$ cat src/rtl/tlb_xlate.sv
module tlb_xlate #(
  parameter int ENTRIES = 8,
  parameter int VA_W    = 32,
  parameter int PA_W    = 32,
  parameter int OFF_W   = 12
) (
  input  logic                   clk,
  input  logic                   rst_n,
  input  logic                   req_valid,
  input  logic [VA_W-1:0]        req_vaddr,
  input  logic                   req_byte,
  input  logic                   req_write,
  input  logic [31:0]            req_wdata,
  input  logic [31:0]            mem_rdata,
  output logic [PA_W-1:0]        xl_paddr,
  output logic                   xl_align_fault,
  output logic                   xl_access_fault,
  output logic [31:0]            rd_data,
  output logic [31:0]            st_data,
  output logic [3:0]             st_be,
  output logic                   rsp_valid,
  output logic [PA_W-1:0]        rsp_paddr,
  output logic                   rsp_align_fault,
  output logic                   rsp_access_fault,
  output logic [VA_W-1:0]        rsp_fault_addr,
  input  logic                   ptb_we,
  input  logic [31:0]            ptb_wdata,
  output logic [31:0]            ptb_q,
  input  logic                   inv_all,
  input  logic                   inv_one,
  input  logic [VA_W-1:0]        inv_vaddr,
  input  logic                   fill_valid,
  input  logic [VA_W-OFF_W-1:0]  fill_vpn,
  input  logic [PA_W-OFF_W-1:0]  fill_pfn,
  input  logic                   fill_writable
);
  localparam int IDX_W = (ENTRIES > 1) ? $clog2(ENTRIES) : 1;
  localparam int VPN_W = VA_W - OFF_W;
  localparam int PFN_W = PA_W - OFF_W;

  logic [ENTRIES-1:0] vld, wok;
  logic [VPN_W-1:0]   tag [ENTRIES];
  logic [PFN_W-1:0]   frm [ENTRIES];
  logic [IDX_W-1:0]   rr;
  logic [31:0]        ptb;

  logic [ENTRIES-1:0] lhit, ihit, fhit_v;
  logic [IDX_W-1:0]   lidx, fidx, free_idx, fmatch_idx;
  logic               any_free, fhit;

  wire [VPN_W-1:0] req_vpn = req_vaddr[VA_W-1:OFF_W];
  wire [VPN_W-1:0] inv_vpn = inv_vaddr[VA_W-1:OFF_W];
  wire             flush   = ptb_we | inv_all;
  wire             inv_go  = inv_one & ~flush;
  wire             fill_go = fill_valid & ~flush & ~inv_one;

  always_comb begin
    lidx = '0;
    fmatch_idx = '0;
    free_idx = '0;
    any_free = 1'b0;
    for (int i = 0; i < ENTRIES; i++) begin
      lhit[i]   = vld[i] && tag[i] == req_vpn;
      ihit[i]   = vld[i] && tag[i] == inv_vpn;
      fhit_v[i] = vld[i] && tag[i] == fill_vpn;
      if (lhit[i]) lidx = IDX_W'(i);
      if (fhit_v[i]) fmatch_idx = IDX_W'(i);
    end
    for (int i = ENTRIES - 1; i >= 0; i--)
      if (!vld[i]) begin
        free_idx = IDX_W'(i);
        any_free = 1'b1;
      end
  end

  assign fhit = |fhit_v;
  assign fidx = fhit ? fmatch_idx : (any_free ? free_idx : rr);

  wire hit     = |lhit;
  wire mis     = req_valid & ~req_byte & |req_vaddr[1:0];
  wire acc     = req_valid & ~mis & (~hit | (req_write & ~wok[lidx]));
  wire good    = req_valid & ~mis & ~acc;
  wire [1:0] lane = req_vaddr[1:0];
  wire [31:0] shifted = mem_rdata >> {lane, 3'b000};

  assign xl_align_fault  = mis;
  assign xl_access_fault = acc;
  assign xl_paddr = good ? {frm[lidx], req_vaddr[OFF_W-1:0]} : '0;
  assign rd_data  = req_byte ? {24'h0, shifted[7:0]} : mem_rdata;
  assign st_data  = req_byte ? {4{req_wdata[7:0]}} : req_wdata;
  assign st_be    = (good & req_write) ? (req_byte ? 4'b0001 << lane : 4'hF) : 4'h0;
  assign ptb_q    = ptb;

  always_ff @(posedge clk or negedge rst_n) begin
    if (!rst_n) begin
      vld <= '0;
      wok <= '0;
      rr  <= '0;
      ptb <= '0;
    end else begin
      if (ptb_we) ptb <= ptb_wdata;
      if (flush) vld <= '0;
      else if (inv_go) vld <= vld & ~ihit;
      else if (fill_go) begin
        vld[fidx] <= 1'b1;
        wok[fidx] <= fill_writable;
        if (!fhit && !any_free) rr <= (rr == IDX_W'(ENTRIES - 1)) ? '0 : rr + 1'b1;
      end
    end
  end

  always_ff @(posedge clk) begin
    if (fill_go) begin
      tag[fidx] <= fill_vpn;
      frm[fidx] <= fill_pfn;
    end
  end

  always_ff @(posedge clk or negedge rst_n) begin
    if (!rst_n) begin
      rsp_valid        <= 1'b0;
      rsp_paddr        <= '0;
      rsp_align_fault  <= 1'b0;
      rsp_access_fault <= 1'b0;
      rsp_fault_addr   <= '0;
    end else begin
      rsp_valid        <= req_valid;
      rsp_paddr        <= xl_paddr;
      rsp_align_fault  <= mis;
      rsp_access_fault <= acc;
      rsp_fault_addr   <= (mis | acc) ? req_vaddr : '0;
    end
  end


  rsp_follow_chk: assert property (@(posedge clk) disable iff (!rst_n)
    req_valid |=> rsp_valid);


  align_first_chk: assert property (@(posedge clk) disable iff (!rst_n)
    (req_valid && !req_byte && req_vaddr[1:0] != 2'b00) |=>
      (rsp_align_fault && !rsp_access_fault && rsp_fault_addr == $past(req_vaddr)));


  byte_never_mis_chk: assert property (@(posedge clk) disable iff (!rst_n)
    (req_valid && req_byte) |=> !rsp_align_fault);


  flush_empty_chk: assert property (@(posedge clk) disable iff (!rst_n)
    (ptb_we || inv_all) |=> vld == '0);


  inv_single_chk: assert property (@(posedge clk) disable iff (!rst_n)
    inv_go |=> vld == ($past(vld) & ~$past(ihit)));


  fill_free_chk: assert property (@(posedge clk) disable iff (!rst_n)
    (fill_go && !fhit && any_free) |=> $countones(vld) == $countones($past(vld)) + 1);


  fault_excl_chk: assert property (@(posedge clk) disable iff (!rst_n)
    $onehot0({rsp_align_fault, rsp_access_fault}));
endmodule

$ cat config.mk
export PLATFORM = sky130hd
export DESIGN_NAME = tlb_xlate
export DESIGN_NICKNAME = d
export VERILOG_FILES = /design/src/rtl/tlb_xlate.sv
export SDC_FILE = /design/constraint.sdc
export NUM_CORES = 1
export LEC_CHECK = 0
export BUFFER_PORTS_ARGS = -buffer_cell sky130_fd_sc_hd__buf_4
export CAP_MARGIN = 20
export CORE_MARGIN = 5
export CORE_UTILIZATION = 53
export CTS_BUF_LIST = sky130_fd_sc_hd__clkbuf_4 sky130_fd_sc_hd__clkbuf_8
export CTS_CLUSTER_SIZE = 30
export DETAILED_ROUTE_END_ITERATION = 7
export HOLD_SLACK_MARGIN = 0.15
export PLACE_DENSITY = 0.88
export SETUP_SLACK_MARGIN = 0.02
export SLEW_MARGIN = 20
export SYNTH_ARGS = -nofsm -noshare
export SYNTH_HDL_FRONTEND = slang
export SYNTH_SLANG_ARGS = --single-unit
$ cat constraint.sdc
create_clock -name clk -period 6.1 [get_ports clk]
set_clock_uncertainty 0.15 [all_clocks]
set_input_delay 0.915 -clock clk [delete_from_list [all_inputs] [get_ports clk]]
set_output_delay 0.915 -clock clk [all_outputs]
set_load 0.01 [all_outputs]
==> impl_results.md, run 1 <==
- Clk Latency, worst-skew pair: 650 ps
- Cell area power density: between 200 and 250 nW/um^2
- Core Util, Final: 0.6469
- Commonest non-fill, non-tap cells in the layout: buf_4 (424), xnor2_1 (348), edfxtp_1 (320)
- Peak VDD IR: between 0.2 and 0.25 mV
- Outcome: finished clean
- Unrepaired setup endpoints after global routing: no
- Starting Density: 0.5344
- CP startpoint kind: primary input
- Syn Inst Count: 1,787
- Worst slack at placement: between 600 and 700 ps
- Ys async rst share: 0.2694
- Final setup viols: 0
- First drt pass iteration count: 7
- Syn_nets: ~2,000
- Largest net degree at the start of global routing: 82
- FF-to-FF End: frm[2][9]
- Cell Rows: 76
- Post-CTS setup buffer count: 0
- DIE AREA: 47,600 sq um
- Worst-Margin Slew: about 990 ps
- Vias in the first global route: roughly 18,000
- Final Hold Violating Endpoints: 0
- Syn Area/Cell: 12.85 sq um
- Max Root-Sink Buffers: 3
- Gr usage total: 0.3291
- First-pass GRT wire length: between 100 and 150 mm
- Netlist cell types: a little over 70
- Crit end category: output port
- Seq/Total Area, Yosys: 0.5469
- Kind of critical path: in -> out
- DR WL/cell: just under 30 um
- Placed wire-length estimate: 54.66 mm
- H-Tree Depth: 3
- TritonCTS buffer count: 73
- Routed WL: about 82 mm
- Antenna Nets Post-Route: 0
- Max_slew headroom: 0.3385
- Die Span Y: roughly 220 um
- Synthesized cell area: around 23,000 sq um
- Initial antenna violation count: 2
- Achievable frequency: about 180 MHz
- Reg2reg setup slack: ~1800 ps
- Crit path DAT: between 4000 and 5000 ps
- Nets: 2,381
- Via count: 17,470
- Layout Area Growth over Synthesis: 21.04%
- Resized Gates After CTS: 0
- Worst Hold Class: in -> async
- CTS tree: yes
- Core area: ~43,000 sq um
- Ratio of cells with drive above 1 in the final layout: 0.3196
- CTS Hold Bufs: 0
- GPL Wtd Cong: a little over 1
- Ys flop type: edfxtp_1
- Reg-to-reg startpoint: tag[0][15]
- Clock transition at path regs: 60 ps
- Crit Path Max Fanout: 20
- Final period util: 0.9139
- Vias per cell: roughly 6.2
- Setup crit start: req_vaddr[15]
- LEAKAGE: 10.26 nW
- EDFF count, synth: 320
- Yosys warns: 0
- Slew Viols, Final: 0
- Commonest non-fill, non-tap cell in the layout: buf_4
- Grt total ovfl: 0
- CP endpoint: xl_paddr[16]
- Maxcap violations: 0
- Final worst setup slack: 525.3 ps
- I/O Pins: slightly above 400
- Filler instances: around 3,100
- CP required: between 5000 and 6000 ps
- 1st-iter DRT viols: between 2,000 and 2,500
- Die Width: 218.2 um
- Sink Count: ~440
- Clk root buf: clkbuf_8
- DRC: 0
- Number of synthesized register bits: roughly 440
- R2r worst-path depth: 10
- Post-layout min period: ~5600 ps
- # port buffers: approximately 400
[cell type report]
class                   count  area [sq um]  share of cell area
diodes                      4         10.01           0.0003600
clock buffers             109          1331             0.04788
clock inverters            25         197.7            0.007110
inverters                  33         123.9            0.004455
multi-input cells        1197          9624              0.3461
flip-flops and latches    438         12560              0.4518
well taps                 585         732.0             0.02633
repair buffers            426          3223              0.1159
[through the flow]
| stage | instances | power [mW] | hold WS (ps) | area, sq um | TNS [ps] |
|---|---|---|---|---|---|
| after global placement | 2679 | 4.113 | 340.6 | 26270 | 0 |
| after global routing | 2814 | 7.008 | 278.1 | 27800 | 0 |
| final | 2817 | 6.820 | 260.6 | 27800 | 0 |
| after detailed placement | 2679 | 4.137 | 347.1 | 26270 | 0 |
| after CTS | 2813 | 6.821 | 244.4 | 27790 | 0 |
| after floorplan | 1787 | 3.742 | 326.8 | 22990 | -279.3 |
[worst min path at each step]
stage	startpoint	endpoint	slack [ps]	cells after the start
CTS	rst_n	rsp_paddr[14]	240	1
detailed placement	ptb_q[5]	ptb_q[5]	350	1
global placement	wok[0]	wok[0]	340	1
floorplan	rr[0]	rr[0]	330	1
global route	req_valid	rsp_valid	280	1
finish	rst_n	rsp_paddr[19]	260	1
[worst max-delay path, stage by stage]
cell and delay [ps]:
buf_4 210, xnor2_1 350, nand4_1 120, or4_1 660
o211ai_1 280, o311a_4 330, mux2_4 320, o21ai_2 240
o211a_4 500, buf_4 290, a211oi_2 80, buf_4 190
[where the power goes]
group	switching [mW]	leakage [nW]	total, mW	internal (mW)
registers	0.0259	4.40	3.27	3.25
clock network	1.22	0.812	2.72	1.50
logic	0.495	5.05	0.829	0.334
[Yosys cell counts (all sizes together) (41+ instances only)]
cell / n / area share
nand2: 77 / 0.013
xnor2: 355 / 0.14
xor2: 127 / 0.048
edfxtp: 320 / 0.42
nand3: 41 / 0.0089
nor4: 61 / 0.017
mux2i: 41 / 0.018
clkbuf: 43 / 0.0070
o211ai: 44 / 0.015
mux2: 91 / 0.045
nand4: 119 / 0.032
dfrtp: 118 / 0.13
buf: 68 / 0.022
[routing by layer]
layer / up-vias / share of wire / track usage
met2: 1352 / 0.45 / 0.5187
met3: 345 / 0.12 / 0.09364
met5: - / 0 / 0
li1: 7296 / - / -
met1: 8477 / 0.35 / 0.3988
met4: 0 / 0.079 / 0.2106
[state kept, by name (all words and copies together) (netlist names)]
name,flops
tag,160
ptb_q,32
rsp_fault_addr,32
rsp_access_fault,1
rsp_paddr,32
wok,8
frm,160
rr,3
rsp_align_fault,1
vld,8
rsp_valid,1
[kinds of logic after synthesis]
kind of cell,synth area share
adder cells (fa/ha/maj),0.001089
AND/OR/NAND/NOR,0.1042
flip-flops,0.5469
AO/OA/AOI/OAI,0.06079
buffers and inverters,0.03835
XOR/XNOR,0.1861
multiplexers,0.06264
Note: power is estimated with default switching activity, not from simulation.
==> run 2: changes to the inputs <==
CTS_BUF_LIST = sky130_fd_sc_hd__clkbuf_2   (was sky130_fd_sc_hd__clkbuf_4 sky130_fd_sc_hd__clkbuf_8)
==> run 2 against run 1 <==
Against the previous run:
- wire length grew 6.0%
- sequential cell count is the same
- sequential power about the same
- the run now ends with design-rule violations left
- design area increased by 3.7%
- hold slack worse by 23 ps
- setup slack worse by 490 ps
==> impl_results.md, run 2 (synthesized netlist as in run 1, its figures left out) <==
- Die Span Y: 218.2 um (unchanged)
- Nets: 2,566 (was 2,381)
- Core Util, Final: 0.6709 (was 0.6469)
- I/O Pins: 411 (unchanged)
- Unrepaired setup endpoints after global routing: no (unchanged)
- TritonCTS buffer count: 105 (was 73)
- Placed wire-length estimate: 54.66 mm (unchanged)
- Commonest non-fill, non-tap cell in the layout: buf_4 (unchanged)
- Worst slack at placement: 612.1 ps (unchanged)
- Filler instances: 3,009 (was 3,103)
- First drt pass iteration count: 8 (was 7)
- Achievable frequency: 164.9 MHz (was 179.4 MHz)
- Core area: 42,980 sq um (unchanged)
- Vias in the first global route: 19,088 (was 17,562)
- Kind of critical path: in -> out (unchanged)
- 1st-iter DRT viols: 2,238 (was 2,208)
- GPL Wtd Cong: 1.027 (unchanged)
- Via count: 18,615 (was 17,470)
- Clock transition at path regs: 170 ps (was 60 ps)
- DIE AREA: 47,600 sq um (unchanged)
- LEAKAGE: 10.87 nW (was 10.26 nW)
- CTS tree: yes (unchanged)
- Final Hold Violating Endpoints: 0 (unchanged)
- Slew Viols, Final: 0 (unchanged)
- # port buffers: 398 (unchanged)
- CP startpoint kind: primary input (unchanged)
- R2r worst-path depth: 10 (unchanged)
- CP required: 5030 ps (about the same)
- DR WL/cell: 28.60 um (was 29.02 um)
- Largest net degree at the start of global routing: 82 (unchanged)
- Final period util: 0.9942 (was 0.9139)
- Routing usage on met1: 0.4159 (was 0.3988)
- H-Tree Depth: 3 (unchanged)
- Top flop regs: frm: 160 flops, tag: 160 flops (unchanged)
- Worst-Margin Slew: 997.8 ps (was 987.6 ps)
- Failing checks: design-rule violations
- Final setup viols: 0 (unchanged)
- DRC: 4 (was 0)
- Max Root-Sink Buffers: 3 (unchanged)
- Antenna Nets Post-Route: 0 (unchanged)
- Sink Count: 438 (unchanged)
- Crit path DAT: 5000 ps (was 4510 ps)
- Gr usage total: 0.3521 (was 0.3291)
- Met3 global-route usage: 0.1047 (was 0.09364)
- Final worst setup slack: 35.65 ps (was 525.3 ps)
- Outcome: complete, but fails checks (was finished clean)
- Max_slew headroom: 0.3348 (was 0.3385)
- Setup TNS: 0 ps (unchanged)
- Post-layout min period: 6064 ps (was 5575 ps)
- Cell Rows: 76 (unchanged)
- Crit end category: output port (unchanged)
- Starting Density: 0.5344 (unchanged)
- M2 GR Usage: 0.5425 (was 0.5187)
- Clk root buf: clkbuf_2 (was clkbuf_8)
- Hold slack: 237.9 ps (was 260.6 ps)
- Maxcap violations: 0 (unchanged)
- Routed WL: 86.65 mm (was 81.76 mm)
- Initial antenna violation count: 3 (was 2)
- Layout Area Growth over Synthesis: 25.54% (was 21.04%)
- Ratio of cells with drive above 1 in the final layout: 0.3154 (was 0.3196)
- Clk Latency, worst-skew pair: 1170 ps (was 650 ps)
- Crit Path Max Fanout: 10 (was 20)
- Cell area power density: 217.0 nW/um^2 (was 245.3 nW/um^2)
- Worst Hold Class: in -> async (unchanged)
- Peak VDD IR: 0.1521 mV (was 0.2012 mV)
- GRT busiest layer: met2 (unchanged)
- Commonest non-fill, non-tap cells in the layout: buf_4 (430), xnor2_1 (347), edfxtp_1 (320) (was buf_4 (424), xnor2_1 (348), edfxtp_1 (320))
- Vias per cell: 6.144 (was 6.202)
- Grt total ovfl: 0 (unchanged)
- First-pass GRT wire length: 123.3 mm (was 115.2 mm)
- Die Width: 218.2 um (unchanged)
[run 2: cell count changes in the layout (fill, tap and decap cells not counted), sizes merged]
cell         change
o211a            +1
dlygate4sd3    +146
clkbuf          +51
buf              +6
bufinv           -1
clkinv          +11
clkinvlp         -1
[run 2: cell type report]
class	instances	area, sq um	area share
inverters	33	123.9	0.004295
well taps	585	732.0	0.02538
clock inverters	34	206.4	0.007159
flip-flops and latches	438	12560	0.4356
clock buffers	160	800.8	0.02777
multi-input cells	1198	9673	0.3354
diodes	4	10.01	0.0003471
repair buffers	578	4730	0.1640
[run 2: worst max-delay path, cell delays in order]
cell	delay, ps
dlygate4sd3_1	540
buf_4	240
xnor2_1	390
nand4_1	130
or4_1	670
o211ai_1	290
o311a_4	330
mux2_4	330
o21ai_4	260
o211a_4	340
buf_4	250
a211oi_2	90
buf_4	190
[run 2: report_power, final]
part	total (mW)	internal, mW	leakage, nW	switching (mW)
combinational	0.954	0.417	5.70	0.536
sequential	3.27	3.24	4.40	0.0293
clock	2.03	0.766	0.767	1.27
total	6.26	4.43	10.9	1.83
[run 2: through the flow]
stage	cell area [sq um]	instances	power, mW
4_1_cts	28740	3020	6.187
6_report	28840	3030	6.259
5_1_grt	28840	3029	6.477
2_1_floorplan	22990	1787	3.742
3_3_place_gp	26270	2679	4.113
3_5_place_dp	26270	2679	4.137
[run 2: per-layer routing]
layer  vias to the layer above  part of all wire
met2                      1481              0.45
met4                         0             0.089
met3                       419              0.12
li1                       7742                 -
met5                         -                 0
met1                      8973              0.34
[run 2: repair_timing]
item	in CTS	in global routing
endpoints found under the hold margin	488	0
gates resized for setup	0	6
pin swaps	1	2
hold buffers	146	0
endpoints found under the setup margin	1	25
gates cloned	1	0
setup buffers	0	6
[run 2: final timing paths]
kind                                    start            endpoint  slack, ps
min in group clk                inv_vaddr[24]              vld[0]        320
worst max-delay path            req_vaddr[15]        xl_paddr[16]         40
worst max register to register     tag[0][15]          frm[2][15]       1860
max in group asynchronous               rst_n  rsp_fault_addr[11]       4130
worst min-delay path                    rst_n       rsp_paddr[29]        240
worst min register to register         wok[4]              wok[4]        370
